**config.mk**
```make
export PLATFORM = sky130hd
export DESIGN_NAME = can_fault_ctrl
export DESIGN_NICKNAME = d
export VERILOG_FILES = /design/src/rtl/can_fc_pkg.sv /design/src/rtl/can_fc_counters.sv /design/src/rtl/can_fc_hs.sv /design/src/rtl/can_fc_irq.sv /design/src/rtl/can_fault_ctrl.sv
export SDC_FILE = /design/constraint.sdc
export NUM_CORES = 1
export LEC_CHECK = 0
export BUFFER_PORTS_ARGS = -buffer_cell sky130_fd_sc_hd__clkbuf_2
export CAP_MARGIN = 20
export CORE_ASPECT_RATIO = 1.2
export CORE_MARGIN = 5
export CORE_UTILIZATION = 52
export DETAILED_ROUTE_END_ITERATION = 10
export PLACE_DENSITY_LB_ADDON = 0.05
export SLEW_MARGIN = 20
export SYNTH_ARGS = -nofsm -noshare
export SYNTH_HDL_FRONTEND = slang
export SYNTH_SLANG_ARGS = --single-unit
```
**constraint.sdc**
```tcl
create_clock -name clk -period 5 [get_ports clk]
set_clock_uncertainty 0.2 [all_clocks]
set_input_delay 0.75 -clock clk [delete_from_list [all_inputs] [get_ports clk]]
set_output_delay 0.75 -clock clk [all_outputs]
set_load 0.05 [all_outputs]
```
**src/rtl/can_fc_pkg.sv**
```systemverilog
package can_fc_pkg;

  typedef enum logic [1:0] {
    FC_ACTIVE  = 2'd0,
    FC_WARNING = 2'd1,
    FC_PASSIVE = 2'd2,
    FC_BUSOFF  = 2'd3
  } fc_state_e;

  typedef struct packed {
    logic busoff;
    logic passive;
    logic rx_warn;
    logic tx_warn;
  } fc_cond_t;

  // register word addresses
  localparam logic [2:0] RA_CTRL = 3'd0;
  localparam logic [2:0] RA_STAT = 3'd1;
  localparam logic [2:0] RA_CNT  = 3'd2;
  localparam logic [2:0] RA_ESR  = 3'd3;
  localparam logic [2:0] RA_GIS  = 3'd4;
  localparam logic [2:0] RA_GIM  = 3'd5;
  localparam logic [2:0] RA_GIF  = 3'd6;
  localparam logic [2:0] RA_SLP  = 3'd7;

  // global status bit positions
  localparam int GS_TXW   = 0;
  localparam int GS_RXW   = 1;
  localparam int GS_PAS   = 2;
  localparam int GS_BOF   = 3;
  localparam int GS_MLOST = 7;

  // error status bit positions
  localparam int ES_STUFF = 3;
  localparam int ES_BIT   = 6;
  localparam int ES_FORM  = 7;

  // control / sleep register bit positions
  localparam int CT_SRST  = 0;
  localparam int CT_SLEEP = 5;
  localparam int CT_CFG   = 7;
  localparam int SL_ACK   = 3;

endpackage

```
**src/rtl/can_fc_counters.sv**
```systemverilog
module can_fc_counters
  import can_fc_pkg::*;
#(
  parameter int CNT_W    = 8,
  parameter int TX_INC   = 8,
  parameter int RX_INC   = 1,
  parameter int WARN_LIM = 96,
  parameter int PASS_LIM = 128
) (
  input  logic               clk,
  input  logic               rst_n,
  input  logic               clr,
  input  logic               tx_err,
  input  logic               rx_err,
  input  logic               tx_ok,
  input  logic               rx_ok,
  output logic [CNT_W:0]     tec_q,
  output logic [CNT_W-1:0]   rec_q,
  output fc_cond_t           cond_q,
  output fc_cond_t           cond_rise
);

  localparam int TEC_W = CNT_W + 1;
  localparam logic [TEC_W-1:0] T_INC  = TEC_W'(TX_INC);
  localparam logic [TEC_W-1:0] R_INC  = TEC_W'(RX_INC);
  localparam logic [TEC_W-1:0] T_WARN = TEC_W'(WARN_LIM);
  localparam logic [TEC_W-1:0] T_PASS = TEC_W'(PASS_LIM);
  localparam logic [CNT_W-1:0] R_WARN = CNT_W'(WARN_LIM);
  localparam logic [CNT_W-1:0] R_PASS = CNT_W'(PASS_LIM);

  logic [TEC_W-1:0] tec_d;
  logic [CNT_W-1:0] rec_d;
  logic [TEC_W-1:0] rec_sum;
  logic             cnt_en;
  fc_cond_t         cond_d;

  function automatic fc_cond_t cond_of(input logic [TEC_W-1:0] t,
                                       input logic [CNT_W-1:0] r);
    fc_cond_t c;
    c.tx_warn = (t >= T_WARN);
    c.rx_warn = (r >= R_WARN);
    c.passive = (t >= T_PASS) || (r >= R_PASS);
    c.busoff  = t[CNT_W];
    return c;
  endfunction

  always_comb begin
    tec_d   = tec_q;
    rec_d   = rec_q;
    rec_sum = {1'b0, rec_q} + R_INC;
    if (clr) begin
      tec_d = '0;
      rec_d = '0;
    end else if (!tec_q[CNT_W]) begin
      if (tx_err) begin
        tec_d = tec_q + T_INC;
      end else if (tx_ok && (tec_q != '0)) begin
        tec_d = tec_q - 1'b1;
      end
      if (rx_err) begin
        rec_d = rec_sum[CNT_W] ? '1 : rec_sum[CNT_W-1:0];
      end else if (rx_ok && (rec_q != '0)) begin
        rec_d = rec_q - 1'b1;
      end
    end
  end

  assign cnt_en    = (tec_d != tec_q) || (rec_d != rec_q);
  assign cond_q    = cond_of(tec_q, rec_q);
  assign cond_d    = cond_of(tec_d, rec_d);
  assign cond_rise = cond_d & ~cond_q;

  always_ff @(posedge clk or negedge rst_n) begin
    if (!rst_n) begin
      tec_q <= '0;
      rec_q <= '0;
    end else if (cnt_en) begin
      tec_q <= tec_d;
      rec_q <= rec_d;
    end
  end

endmodule

```
**src/rtl/can_fc_hs.sv**
```systemverilog
module can_fc_hs #(
  parameter int ACK_LAT = 2
) (
  input  logic clk,
  input  logic rst_n,
  input  logic req,
  input  logic clr,
  output logic ack
);

  localparam int LAT_W = (ACK_LAT > 1) ? $clog2(ACK_LAT) : 1;
  localparam logic [LAT_W-1:0] LAT_LAST = LAT_W'(ACK_LAT - 1);

  logic             ack_q, ack_d;
  logic [LAT_W-1:0] cnt_q, cnt_d;
  logic             hs_en;

  always_comb begin
    ack_d = ack_q;
    cnt_d = cnt_q;
    if (clr || !req) begin
      ack_d = 1'b0;
      cnt_d = '0;
    end else if (!ack_q) begin
      if (cnt_q == LAT_LAST) begin
        ack_d = 1'b1;
        cnt_d = '0;
      end else begin
        cnt_d = cnt_q + 1'b1;
      end
    end
  end

  assign hs_en = (ack_d != ack_q) || (cnt_d != cnt_q);

  always_ff @(posedge clk or negedge rst_n) begin
    if (!rst_n) begin
      ack_q <= 1'b0;
      cnt_q <= '0;
    end else if (hs_en) begin
      ack_q <= ack_d;
      cnt_q <= cnt_d;
    end
  end

  assign ack = ack_q;

endmodule

```
**src/rtl/can_fc_irq.sv**
```systemverilog
module can_fc_irq
  import can_fc_pkg::*;
#(
  parameter int GIS_W = 11,
  parameter int REG_W = 16
) (
  input  logic             clk,
  input  logic             rst_n,
  input  logic             clr_all,
  input  fc_cond_t         cond_rise,
  input  logic             msg_lost,
  input  logic             bit_err,
  input  logic             form_err,
  input  logic             stuff_err,
  input  logic [GIS_W-1:0] gis_w1c,
  input  logic [REG_W-1:0] esr_w1c,
  input  logic             gim_we,
  input  logic [GIS_W-1:0] gim_wdata,
  output logic [GIS_W-1:0] gis,
  output logic [GIS_W-1:0] gim,
  output logic [REG_W-1:0] esr,
  output logic [GIS_W-1:0] gif,
  output logic             irq
);

  logic [GIS_W-1:0] gis_q, gis_d, gis_set;
  logic [GIS_W-1:0] gim_q, gim_d;
  logic [REG_W-1:0] esr_q, esr_d, esr_set;
  logic             gis_en, gim_en, esr_en;

  always_comb begin
    gis_set            = '0;
    gis_set[GS_TXW]    = cond_rise.tx_warn;
    gis_set[GS_RXW]    = cond_rise.rx_warn;
    gis_set[GS_PAS]    = cond_rise.passive;
    gis_set[GS_BOF]    = cond_rise.busoff;
    gis_set[GS_MLOST]  = msg_lost;
    esr_set            = '0;
    esr_set[ES_BIT]    = bit_err;
    esr_set[ES_FORM]   = form_err;
    esr_set[ES_STUFF]  = stuff_err;
  end

  always_comb begin
    if (clr_all) begin
      gis_d = '0;
      esr_d = '0;
    end else begin
      gis_d = (gis_q & ~gis_w1c) | gis_set;
      esr_d = (esr_q & ~esr_w1c) | esr_set;
    end
    gim_d = gim_we ? gim_wdata : gim_q;
  end

  assign gis_en = (gis_d != gis_q);
  assign esr_en = (esr_d != esr_q);
  assign gim_en = gim_we;

  always_ff @(posedge clk or negedge rst_n) begin
    if (!rst_n) begin
      gis_q <= '0;
    end else if (gis_en) begin
      gis_q <= gis_d;
    end
  end

  always_ff @(posedge clk or negedge rst_n) begin
    if (!rst_n) begin
      esr_q <= '0;
    end else if (esr_en) begin
      esr_q <= esr_d;
    end
  end

  always_ff @(posedge clk or negedge rst_n) begin
    if (!rst_n) begin
      gim_q <= '0;
    end else if (gim_en) begin
      gim_q <= gim_d;
    end
  end

  assign gis = gis_q;
  assign gim = gim_q;
  assign esr = esr_q;
  assign gif = gis_q & gim_q;
  assign irq = |gif;

endmodule

```
**src/rtl/can_fault_ctrl.sv**
```systemverilog
module can_fault_ctrl
  import can_fc_pkg::*;
#(
  parameter int CNT_W    = 8,
  parameter int TX_INC   = 8,
  parameter int RX_INC   = 1,
  parameter int WARN_LIM = 96,
  parameter int PASS_LIM = 128,
  parameter int ACK_LAT  = 2,
  parameter int GIS_W    = 11,
  parameter int REG_W    = 16
) (
  input  logic             clk,
  input  logic             rst_n,
  input  logic             ev_tx_err,
  input  logic             ev_rx_err,
  input  logic             ev_tx_ok,
  input  logic             ev_rx_ok,
  input  logic             ev_bit_err,
  input  logic             ev_form_err,
  input  logic             ev_stuff_err,
  input  logic             ev_msg_lost,
  input  logic             bo_recover,
  input  logic             reg_wr,
  input  logic [2:0]       reg_addr,
  input  logic [REG_W-1:0] reg_wdata,
  output logic [REG_W-1:0] reg_rdata,
  output logic [REG_W-1:0] cnt_word,
  output logic [REG_W-1:0] err_stat,
  output logic [GIS_W-1:0] gis_word,
  output logic [GIS_W-1:0] gif_word,
  output logic             irq,
  output logic [1:0]       fc_state
);

  localparam int TEC_W = CNT_W + 1;

  logic             wr_ctrl, srst, slp_leave, gim_we;
  logic             cfg_req_q, cfg_req_d, slp_req_q, slp_req_d, ctrl_en;
  logic             cfg_ack, slp_ack, cnt_clr;
  logic [TEC_W-1:0] tec_q;
  logic [CNT_W-1:0] rec_q, tx_view;
  fc_cond_t         cond_q, cond_rise;
  fc_state_e        state;
  logic [GIS_W-1:0] gis, gim, gif, gis_w1c;
  logic [REG_W-1:0] esr, esr_w1c;

  // register write decode
  assign wr_ctrl   = reg_wr && (reg_addr == RA_CTRL);
  assign srst      = wr_ctrl && reg_wdata[CT_SRST];
  assign slp_leave = reg_wr && (reg_addr == RA_SLP) && (reg_wdata == '0);
  assign gim_we    = reg_wr && (reg_addr == RA_GIM);
  assign gis_w1c   = (reg_wr && (reg_addr == RA_GIS)) ? reg_wdata[GIS_W-1:0] : '0;
  assign esr_w1c   = (reg_wr && (reg_addr == RA_ESR)) ? reg_wdata : '0;

  // mode request register
  always_comb begin
    cfg_req_d = cfg_req_q;
    slp_req_d = slp_req_q;
    if (wr_ctrl) begin
      cfg_req_d = reg_wdata[CT_CFG];
      slp_req_d = reg_wdata[CT_SLEEP];
    end else if (slp_leave) begin
      slp_req_d = 1'b0;
    end
  end

  assign ctrl_en = wr_ctrl || slp_leave;

  always_ff @(posedge clk or negedge rst_n) begin
    if (!rst_n) begin
      cfg_req_q <= 1'b0;
      slp_req_q <= 1'b0;
    end else if (ctrl_en) begin
      cfg_req_q <= cfg_req_d;
      slp_req_q <= slp_req_d;
    end
  end

  can_fc_hs #(.ACK_LAT(ACK_LAT)) u_cfg_hs (
    .clk   (clk),
    .rst_n (rst_n),
    .req   (cfg_req_q),
    .clr   (srst),
    .ack   (cfg_ack)
  );

  can_fc_hs #(.ACK_LAT(ACK_LAT)) u_slp_hs (
    .clk   (clk),
    .rst_n (rst_n),
    .req   (slp_req_q),
    .clr   (srst || slp_leave),
    .ack   (slp_ack)
  );

  // error counters
  assign cnt_clr = srst || cfg_req_q || cfg_ack || bo_recover;

  can_fc_counters #(
    .CNT_W    (CNT_W),
    .TX_INC   (TX_INC),
    .RX_INC   (RX_INC),
    .WARN_LIM (WARN_LIM),
    .PASS_LIM (PASS_LIM)
  ) u_cnt (
    .clk       (clk),
    .rst_n     (rst_n),
    .clr       (cnt_clr),
    .tx_err    (ev_tx_err),
    .rx_err    (ev_rx_err),
    .tx_ok     (ev_tx_ok),
    .rx_ok     (ev_rx_ok),
    .tec_q     (tec_q),
    .rec_q     (rec_q),
    .cond_q    (cond_q),
    .cond_rise (cond_rise)
  );

  always_comb begin
    if (cond_q.busoff)                         state = FC_BUSOFF;
    else if (cond_q.passive)                   state = FC_PASSIVE;
    else if (cond_q.tx_warn || cond_q.rx_warn) state = FC_WARNING;
    else                                       state = FC_ACTIVE;
  end

  assign tx_view = tec_q[CNT_W] ? '1 : tec_q[CNT_W-1:0];

  // status, mask and interrupt
  can_fc_irq #(.GIS_W(GIS_W), .REG_W(REG_W)) u_irq (
    .clk       (clk),
    .rst_n     (rst_n),
    .clr_all   (srst),
    .cond_rise (cond_rise),
    .msg_lost  (ev_msg_lost),
    .bit_err   (ev_bit_err),
    .form_err  (ev_form_err),
    .stuff_err (ev_stuff_err),
    .gis_w1c   (gis_w1c),
    .esr_w1c   (esr_w1c),
    .gim_we    (gim_we),
    .gim_wdata (reg_wdata[GIS_W-1:0]),
    .gis       (gis),
    .gim       (gim),
    .esr       (esr),
    .gif       (gif),
    .irq       (irq)
  );

  // read port
  always_comb begin
    reg_rdata = '0;
    case (reg_addr)
      RA_CTRL: begin
        reg_rdata[CT_CFG]   = cfg_ack;
        reg_rdata[CT_SLEEP] = slp_req_q;
      end
      RA_STAT: begin
        reg_rdata[1:0]    = state;
        reg_rdata[CT_CFG] = cfg_ack;
      end
      RA_CNT:  reg_rdata = cnt_word;
      RA_ESR:  reg_rdata = esr;
      RA_GIS:  reg_rdata[GIS_W-1:0] = gis;
      RA_GIM:  reg_rdata[GIS_W-1:0] = gim;
      RA_GIF:  reg_rdata[GIS_W-1:0] = gif;
      RA_SLP:  reg_rdata[SL_ACK] = slp_ack;
      default: reg_rdata = '0;
    endcase
  end

  assign cnt_word = REG_W'({tx_view, rec_q});
  assign err_stat = esr;
  assign gis_word = gis;
  assign gif_word = gif;
  assign fc_state = state;

endmodule

```
==> metrics.md, run 1 <==
| Metric | Value |
|---|---|
| Hold Slack | 0.263 ns |
| Measured slew at the worst slew-check pin | 0.864 ns |
| GR Overflow Total | 0 |
| ANT cells | 0 |
| Crit. Startpoint | u_cnt.tec_q[8] |
| Die area | 9960 um^2 |
| Final Max Tran Viols | 0 |
| Setup violators final | 0 |
| FFs w/ async S/R, synth | 1.00 |
| Post-layout minimum cycle time | 3.98 ns |
| CP max FO | 27 |
| Filler cell count | 720 |
| Row cnt | 35 |
| Share of layout cells above drive strength 1 | 0.255 |
| Outcome | finished clean |
| Peak per-stage delay on the critical path | 0.70 ns |
| Post-Synthesis Cells | 504 |
| FMAX | 0.251 GHz |
| Clk sinks | 61 |
| Largest net degree at the start of global routing | 34 |
| DIE WIDTH | 91.9 um |
| Cts repair resizes | 0 |
| Max IR drop VDD | 0.209 mV |
| DRT antenna net count | 0 |
| Max-Slew Margin vs Limit | 0.424 |
| Root buf cell | clkbuf_8 |
| Leakage | 2.31 nW |
| Worst EP required | 4.05 ns |
| Slowest stage cell, crit path | dfrtp_1 |
| EDFF count, synth | 0 |
| Synthesized cell area | 4190 um^2 |
| H-tree Lvls | 3 |
| Maxcap violations | 0 |
| Core ar. | 7790 um^2 |
| Crit path launch type | flip-flop |
| Placed Area | 4730 um^2 |
| First-pass GRT wire length | 22000 um |
| Final #Nets | 635 |
| CTS max path bufs | 2 |
| Setup Buffers After CTS | 0 |
| Initial Utilization | 0.538 |
| Power Density | 363 nW/um^2 |
| Crit path arrival time | 3.03 ns |
| GP Congestion | 0.974 |
| Synth Area per Inst | 8.31 um^2 |
| Avg WL per Cell | 20.0 um |
| Fin Setup TNS | 0 ns |
| Hold buffers post-CTS | 0 |
| Synthesis Warnings | 0 |
| Worst skew pair latency | 0.35 ns |
| Initial antenna violation count | 0 |
| Vias per cell | 6.43 |
| Worst path cell trace | nor2_1 > nand2_1 > o21ai_0 > mux2_2 > a221oi_1 > a31oi_1 > clkbuf_2 |
| Post-Layout Inst Area | 4930 um^2 |
| FF+latch count, synth | 61 |
| # port buffers | 103 |
| Fin crit share | 0.797 |
| Syn_nets | 544 |
| Die Y | 108 um |
| Total CTS buffers | 9 |
| WS Path Type | flip-flop to primary output |
| Number of global-route vias before repair | 4257 |
| Post-route DRC | 0 |
| Detailed Route Iter0 Violations | 252 |
| CTS clock-pin slew for the worst setup and hold paths | 0.07 ns |
| Post-synth top flop | dfrtp_1 |
| Total number of vias | 4453 |
| Detailed Place HPWL | 10400 um |
| Seq/Total Area, Yosys | 0.364 |
| RSZ-0062 raised after global routing | false |
| I/O pins | 104 |
| Final WL | 13900 um |
| Yosys cell types | 67 |
| Layout area overhead | 17.6% |
| Total GRT Usage | 0.281 |
| Critical Path End Type | primary output |
| Reg2reg start | u_cnt.rec_q[0] |
| CTS tree | built |
| Hold Path Class | input pin to asynchronous set/reset pin |
| Final hold vios | 0 |
| TritonRoute pass-1 iters | 6 |
[stage by stage]
stage	utilization	power, mW	cells	setup WS (ns)
3_5_place_dp	0.607	1.34	676	1.08
4_1_cts	0.632	1.79	692	1.09
2_1_floorplan	-	1.15	504	0.281
5_1_grt	0.632	1.88	692	0.930
3_3_place_gp	0.607	1.33	676	1.13
6_report	0.632	1.79	692	1.02
[layout make-up]
type                            instances  area, um^2  area share
Clock buffer                            9         124      0.0251
Clock inverter                          7        73.8      0.0150
Inverter                               28         105      0.0213
Multi-Input combinational cell        387        2430       0.493
Sequential cell                        61        1530       0.310
Tap cell                               92         115      0.0234
Timing Repair Buffer                  108         553       0.112
[layout by cell type, fill, tap and decap left out, types with 3 or more instances in the layout]
cell type	netlist	routed
o21a_1	8	8
mux2_2	12	12
ha_1	9	9
nand2b_1	4	4
nor4_1	7	7
nand2_1	53	53
nor3_1	14	14
nand3_1	14	14
clkbuf_2	0	103
o221ai_1	4	4
a31oi_1	9	9
and2_1	16	16
o2111ai_1	3	3
a21oi_1	33	33
a211oi_1	6	6
nor2b_1	8	8
clkinv_1	4	4
inv_1	24	24
nor3b_1	3	3
xnor2_1	3	3
buf_4	0	5
and3_1	14	14
mux2i_1	8	8
nand4_1	7	7
nor2_1	51	51
o211ai_1	9	9
or2_2	5	5
dfrtp_1	61	61
a221oi_1	10	10
or4_1	4	4
clkbuf_8	0	9
o21ai_0	25	25
[critical path, delay by kind of cell (launching register included)]
| kind | cells | cell delay [ns] |
|---|---|---|
| multiplexers | 1 | 0.24 |
| flip-flops | 1 | 0.70 |
| buffers and inverters | 1 | 0.32 |
| AO/OA/AOI/OAI | 3 | 0.73 |
| AND/OR/NAND/NOR | 2 | 0.69 |
[registers in the layout, indices dropped and copies added (netlist names)]
signal,flops
slp_req_q,1
u_slp_hs.ack,1
u_cfg_hs.cnt_q,1
u_cnt.rec_q,8
u_cfg_hs.ack,1
u_irq.gim,11
u_irq.esr,16
u_slp_hs.cnt_q,1
u_cnt.tec_q,9
u_irq.gis,11
cfg_req_q,1
[cells in the mapped netlist (all sizes together), types with 3 or more instances]
cell     instances  area, um^2
mux2i            8        80.1
o21a             8        60.1
and2            16         100
nor3b            3        22.5
nor2b            8        50.1
o2111ai          3        26.3
nand2b           4        25.0
clkinv           4        15.0
nand3           14        70.1
nand4            7        43.8
mux2            12         135
a21oi           34         174
nand2           53         199
dfrtp           61        1530
ha               9         113
nor2            51         191
a211oi           8        70.1
clkbuf          18        67.6
o221ai           4        35.0
nor4b            3        38.8
nor4             7        43.8
buf             10        58.8
o21ai           29         153
or4              6        52.6
o211ai           9        67.6
a221oi          10        87.6
xnor2            3        26.3
or2              6        37.5
a31oi            9        56.3
nor3            14        70.1
inv             24        90.1
and3            14        87.6
[worst paths after layout]
| kind | cells after the start | endpoint | slack, ns |
|---|---|---|---|
| min in group clk | 1 | u_irq.gim[1] | 0.34 |
| worst max register to register | 8 | u_cnt.tec_q[8] | 1.70 |
| max in group asynchronous | 2 | u_cfg_hs.ack | 3.42 |
| worst max-delay path | 7 | reg_rdata[0] | 1.02 |
| worst min-delay path | 1 | u_irq.esr[2] | 0.26 |
| worst min register to register | 1 | u_irq.gim[1] | 0.34 |
[routing by layer]
layer,vias to the layer above,global-route usage,part of all wire
met2,219,0.480,0.49
li1,2039,-,-
met1,2168,0.356,0.41
met3,27,0.0529,0.081
met5,-,0,0
met4,0,0.0987,0.020
[report_power, final]
part           internal (mW)  switching, mW  leakage (nW)
Sequential             0.551         0.0879         0.794
Clock                  0.231          0.217        0.0996
Combinational          0.223          0.479          1.41
[logic make-up (layout without fill, tap and decap cells)]
group,Yosys count,in the layout,synth area share
adder cells (fa/ha/maj),9,9,0.0269
AO/OA/AOI/OAI,139,139,0.229
AND/OR/NAND/NOR,215,215,0.265
XOR/XNOR,4,4,0.00836
flip-flops,61,61,0.364
buffers and inverters,56,152,0.0552
multiplexers,20,20,0.0514
Note: power is estimated with default switching activity, not from simulation.
==> inputs of run 2 (changes only) <==
==> constraint.sdc (replaced) <==
create_clock -name clk -period 4 [get_ports clk]
set_clock_uncertainty 0.2 [all_clocks]
set_input_delay 0.6 -clock clk [delete_from_list [all_inputs] [get_ports clk]]
set_output_delay 0.6 -clock clk [all_outputs]
set_load 0.05 [all_outputs]
==> run 2 against run 1 <==
Clock-buffer cell count increased by 1; cell count increased by 0.58%; routed wire length about the same; largest cell class unchanged.
==> metrics.md, run 2 (synthesis gave the netlist of run 1 again) <==
| Metric | Value |
|---|---|
| Outcome | finished clean |
| DIE WIDTH | 91.9 um (unchanged) |
| Commonest non-fill, non-tap cells in the layout | clkbuf_2 (103), dfrtp_1 (61), nand2_1 (53) |
| Hold Path Class | input pin to asynchronous set/reset pin |
| Post-Layout Inst Area | 4970 um^2 (+0.86%) |
| Crit path arrival time | 2.52 ns (-0.51 ns) |
| GR Overflow Total | 0 (unchanged) |
| Crit. Startpoint | u_cnt.tec_q[8] |
| Share of layout cells above drive strength 1 | 0.262 (+0.00659) |
| Core ar. | 7790 um^2 (unchanged) |
| Post-layout minimum cycle time | 3.32 ns |
| CTS tree | built |
| Final WL | 13900 um (about the same) |
| Die area | 9960 um^2 (unchanged) |
| Peak per-stage delay on the critical path | 0.59 ns (-0.11 ns) |
| Hold buffers post-CTS | 0 (unchanged) |
| Commonest non-fill, non-tap cell in the layout | clkbuf_2 |
| Comb pwr share | 0.390 (-0.002) |
| Initial antenna violation count | 0 (unchanged) |
| Sw frac | 0.436 (-0.00185) |
| Setup violators final | 0 (unchanged) |
| Worst skew pair latency | 0.35 ns (about the same) |
| TritonRoute pass-1 iters | 5 (-1) |
| Critical Path End Type | primary output |
| DRT antenna net count | 0 (unchanged) |
| Vias per cell | 6.39 (-0.66%) |
| Cell Int Power | 1.28 mW (+27%) |
| # port buffers | 103 (unchanged) |
| Clock power share | 0.261 (+0.010) |
| Max reg flops | 16 (unchanged) |
| Worst EP required | 3.20 ns (-0.85 ns) |
| Final #Nets | 639 (+0.63%) |
| Reg power frac | 0.349 (-0.008) |
| Crit path launch type | flip-flop |
| Maxcap violations | 0 (unchanged) |
| CTS max path bufs | 2 (unchanged) |
| I/O pins | 104 (unchanged) |
| Row cnt | 35 (unchanged) |
| First-pass GRT wire length | 22500 um (+2.1%) |
| Hold Slack | 0.107 ns (-0.156 ns) |
| Measured slew at the worst slew-check pin | 0.827 ns (-0.0374 ns) |
| Total GRT Usage | 0.284 (+0.00322) |
| Util after Layout | 0.638 (+0.00546) |
| Post-route DRC | 0 (unchanged) |
| Detailed Place HPWL | 10300 um (about the same) |
| Initial Utilization | 0.538 (unchanged) |
| Final Max Tran Viols | 0 (unchanged) |
| Leakage | 2.33 nW (+1.2%) |
| GP Congestion | 0.898 (-7.8%) |
| Slowest stage cell, crit path | dfrtp_1 |
| Clk sinks | 61 (unchanged) |
| Total CTS buffers | 9 (unchanged) |
| FMAX | 0.301 GHz |
| WS Path Type | flip-flop to primary output |
| Setup Buffers After CTS | 0 (unchanged) |
| Layout area overhead | 18.7% |
| Max-Slew Margin vs Limit | 0.447 (+0.0229) |
| Avg WL per Cell | 19.9 um (-0.65%) |
| Detailed Route Iter0 Violations | 304 (+21%) |
| RSZ-0062 raised after global routing | false |
| Total number of vias | 4449 (-0.090%) |
| Final hold vios | 0 (unchanged) |
| Root buf cell | clkbuf_8 |
| CTS clock-pin slew for the worst setup and hold paths | 0.08 ns (about the same) |
| Number of global-route vias before repair | 4283 (+0.61%) |
| Cts repair resizes | 0 (unchanged) |
| Die Y | 108 um (unchanged) |
| H-tree Lvls | 3 (unchanged) |
| Reg2reg start | u_cnt.rec_q[1] |
| Fin crit share | 0.830 |
| Fin Setup TNS | 0 ns (unchanged) |
| Largest net degree at the start of global routing | 30 (-12%) |
| Worst path cell trace | clkinv_1 > o21ai_2 > mux2_2 > a221oi_1 > a31oi_1 > clkbuf_2 |
| CP max FO | 17 (-37%) |
| Power Density | 457 nW/um^2 (+26%) |
| Max IR drop VDD | 0.230 mV (+10%) |
| Net Switching | 991 uW (+26%) |
| ANT cells | 0 (unchanged) |
| Placed Area | 4770 um^2 (+0.71%) |
==> run 2: worst max-delay path, delay by kind of cell, from the launching register on <==
kind,cells,cell delay [ns]
buffers and inverters,2,0.89
muxes,1,0.18
DFF,1,0.59
AOI/OAI and AO/OA,3,0.52
==> run 2: final cells by class <==
cell class | count | area, um^2
Fill cell | 707 | 2820
Timing Repair Buffer | 112 | 583
Inverter | 28 | 105
Clock inverter | 6 | 68.8
Sequential cell | 61 | 1530
Tap cell | 92 | 115
Clock buffer | 10 | 138
Multi-Input combinational cell | 387 | 2440
==> run 2: path summary, 6_finish.rpt <==
kind,to,slack (ns),cells past startpoint
worst min-delay path,u_irq.esr[2],0.11,1
worst max register to register,u_cnt.tec_q[8],0.79,9
worst max-delay path,reg_rdata[0],0.68,6
max in group asynchronous,u_irq.esr[13],2.64,2
min in group clk,u_irq.esr[7],0.26,3
worst min register to register,cfg_req_q,0.33,2
==> run 2: layer usage <==
layer / GRT usage / up-vias / part of all wire
li1: - / 2050 / -
met2: 0.472 / 245 / 0.47
met4: 0.105 / 0 / 0.035
met3: 0.0522 / 46 / 0.082
met1: 0.369 / 2108 / 0.41
met5: 0 / - / 0
==> run 2: power groups by stage <==
stage	clock network, mW	registers (mW)	logic (mW)
global placement	0	0.800	0.867
CTS	0.600	0.788	0.882
floorplan	0	0.844	0.596
finish	0.593	0.793	0.886
detailed placement	0	0.801	0.878
global route	0.633	0.803	0.964
==> run 2: per-stage QoR <==
stage / setup WS (ns) / power, mW / cells
floorplan: 0.151 / 1.44 / 504
global placement: 0.694 / 1.67 / 680
detailed placement: 0.621 / 1.68 / 680
CTS: 0.695 / 2.27 / 696
global route: 0.540 / 2.40 / 696
finish: 0.680 / 2.27 / 696
==> inputs of run 3 (changes only) <==
--- a/config.mk
+++ b/config.mk
@@ -9,7 +9,7 @@
 export CAP_MARGIN = 20
 export CORE_ASPECT_RATIO = 1.2
 export CORE_MARGIN = 5
-export CORE_UTILIZATION = 52
+export CORE_UTILIZATION = 49
 export DETAILED_ROUTE_END_ITERATION = 10
 export PLACE_DENSITY_LB_ADDON = 0.05
 export SLEW_MARGIN = 20
==> constraint.sdc (replaced) <==
create_clock -name clk -period 2.8 [get_ports clk]
set_clock_uncertainty 0.2 [all_clocks]
set_input_delay 0.42 -clock clk [delete_from_list [all_inputs] [get_ports clk]]
set_output_delay 0.42 -clock clk [all_outputs]
set_load 0.05 [all_outputs]
==> run 3 against run 2 <==
The run now ends with negative setup slack left; worst setup slack worse by 0.75 ns; via count rose by 5.1%; die area is 5.5% higher; clock-buffer cell count unchanged; worst hold slack worse by 0.032 ns; sequential cell count unchanged; first-iteration DRC count up 13%; core utilization up 5.4 points; sequential power increased by 39%; critical path type is now flip-flop to flip-flop; largest cell class unchanged.
==> metrics.md, run 3 (synthesis gave the netlist of run 1 again) <==
| Metric | Value |
|---|---|
| Worst skew pair latency | 0.37 ns (+0.02 ns) |
| Die area | 10500 um^2 (+5.5%) |
| Post-layout minimum cycle time | 2.87 ns |
| Total Power | 3.77 mW (+66%) |
| Register Area | 1530 um^2 (+0.41%) |
| Place WS | -0.213 ns (-0.834 ns) |
| Slowest stage cell, crit path | or4_1 |
| Final #Nets | 694 (+8.6%) |
| Peak per-stage delay on the critical path | 0.49 ns (-0.10 ns) |
| CP max FO | 9 (-8) |
| Clk sinks | 61 (unchanged) |
| Sw frac | 0.398 (-0.0379) |
| Failing checks | negative setup slack |
| I/O pins | 104 (unchanged) |
| Multi-input logic area | 2620 um^2 (+7.5%) |
| Share of layout cells above drive strength 1 | 0.369 (+0.107) |
| GP Congestion | 0.925 (+3.0%) |
| Maxcap violations | 0 (unchanged) |
| Avg WL per Cell | 19.5 um (-2.0%) |
| Worst EP required | 2.85 ns (-0.35 ns) |
| Number of global-route vias before repair | 4628 (+8.1%) |
| GR Overflow Total | 0 (unchanged) |
| Total number of vias | 4676 (+5.1%) |
| ANT cells | 0 (unchanged) |
| CTS max path bufs | 2 (unchanged) |
| Final Max Tran Viols | 0 (unchanged) |
| Commonest non-fill, non-tap cells in the layout | clkbuf_2 (92), buf_4 (59), dfrtp_1 (56) |
| Hold Path Class | input pin to flip-flop |
| Crit path arrival time | 2.92 ns (+0.40 ns) |
| Max reg flops | 16 (unchanged) |
| Core ar. | 8470 um^2 (+8.7%) |
| Root buf cell | clkbuf_8 |
| Post-route setup slack | -0.0725 ns (-0.753 ns) |
| Detailed Place HPWL | 11400 um (+11%) |
| Critical Path End Type | flip-flop |
| FMAX | 0.348 GHz |
| Max IR drop VDD | 0.321 mV (+40%) |
| Fin Setup TNS | -0.0725 ns (-0.0725 ns) |
| Commonest non-fill, non-tap cell in the layout | clkbuf_2 |
| Fin crit share | 1.03 |
| Comb pwr share | 0.415 (+0.025) |
| Layout Cells excl Fill | 776 (+11%) |
| Util after Layout | 0.692 (+0.0540) |
| Largest net degree at the start of global routing | 42 (+40%) |
| # port buffers | 103 (unchanged) |
| Post-route DRC | 0 (unchanged) |
| Largest delay contributor family on the critical path | simple AND/OR/NAND/NOR gates |
| CTS clock-pin slew for the worst setup and hold paths | 0.08 ns (about the same) |
| H-tree Lvls | 3 (unchanged) |
| Cell Int Power | 2.27 mW (+77%) |
| Dpl cells | 759 (+12%) |
| Total GRT Usage | 0.293 (+0.00896) |
| TritonRoute pass-1 iters | 6 (+1) |
| Total CTS buffers | 9 (unchanged) |
| Layout area overhead | 39.9% |
| Net Switching | 1.50 mW (+51%) |
| Initial antenna violation count | 0 (unchanged) |
| Vias per cell | 6.03 (-5.7%) |
| Buf/Inv on CP | 1 (-1) |
| Outcome | finished with violations |
| Detailed Route Iter0 Violations | 344 (+13%) |
| First-pass GRT wire length | 24000 um (+6.9%) |
| DRT antenna net count | 0 (unchanged) |
| Setup Buffers After CTS | 0 (unchanged) |
| Power Density | 643 nW/um^2 (+41%) |
| Die Y | 111 um (+2.7%) |
| DIE WIDTH | 94.4 um (+2.7%) |
| Leakage | 2.71 nW (+16%) |
| Final hold vios | 0 (unchanged) |
| Worst path cell trace | buf_6 > or4_4 > nor4b_4 > o221ai_2 > a211oi_2 > o2111ai_2 > or4_1 > a22o_1 |
| Final WL | 15100 um (+9.3%) |
| Max-Slew Margin vs Limit | 0.609 (+0.162) |
| Row cnt | 37 (+5.7%) |
| CTS tree | built |
| Crit path launch type | flip-flop |
| Clock power share | 0.292 (+0.031) |
| Reg power frac | 0.293 (-0.056) |
| Setup violators final | 1 (+1) |
| WS Path Type | flip-flop to flip-flop |
| Measured slew at the worst slew-check pin | 0.586 ns (-0.241 ns) |
| RSZ-0062 raised after global routing | true |
| Initial Utilization | 0.495 (-0.0430) |
| Filler cell count | 730 (+3.3%) |
==> run 3: worst paths after layout <==
| check | startpoint | endpoint | slack, ns | cells past startpoint |
|---|---|---|---|---|
| min in group asynchronous | rst_n | u_irq.esr[4] | 0.40 | 2 |
| max in group asynchronous | rst_n | u_cnt.tec_q[3] | 1.34 | 3 |
| setup / recovery | u_cnt.rec_q[0] | u_cnt.tec_q[8] | -0.07 | 8 |
| hold reg to reg | cfg_req_q | cfg_req_q | 0.33 | 2 |
| setup reg to reg | u_cnt.rec_q[0] | u_cnt.tec_q[8] | -0.07 | 8 |
| hold / removal | ev_form_err | u_irq.esr[7] | 0.08 | 3 |
==> run 3: power groups by stage <==
stage          clock [mW]  combinational [mW]  sequential (mW)
2_1_floorplan           0               0.873             1.21
3_3_place_gp            0                1.46             1.11
3_5_place_dp            0                1.48             1.11
4_1_cts              1.11                1.51             1.10
5_1_grt              1.15                1.67             1.12
6_report             1.10                1.56             1.10
==> run 3: layer usage <==
metal  vias up  share of wire  track usage
li1       2153              -            -
met1      2247           0.40        0.369
met2       239           0.50        0.493
met3        37          0.065       0.0421
met4         0          0.027        0.127
met5         -              0            0
==> run 3: tightest hold or removal path, cell delays in order <==
cell and delay [ns]:
clkbuf_2 0.08, a21oi_1 0.04, nor2_1 0.07
==> run 3: what timing repair did <==
action | in CTS | in global routing
hold endpoints to repair | 20 | 0
pin swaps | 1 | 3
endpoints found under the setup margin | 5 | 5
gates cloned | 0 | 0
resized for setup | 10 | 15
hold buffers | 1 | 0
==> run 3: final cells by class <==
type                       count  area share
clock buffer                  10      0.0235
clock inverter                 6      0.0228
timing repair buffer         167       0.202
inverter                      28      0.0184
tap                          117      0.0250
multi-input combinational    387       0.447
sequential                    61       0.261
==> run 3: metrics by stage <==
stage                     hold slack [ns]  cell area (um^2)
after detailed placement            0.242              5460
after global routing                0.103              5860
after global placement              0.219              5460
final                              0.0752              5860
after floorplan                   -0.0756              4280
after CTS                          0.0601              5790
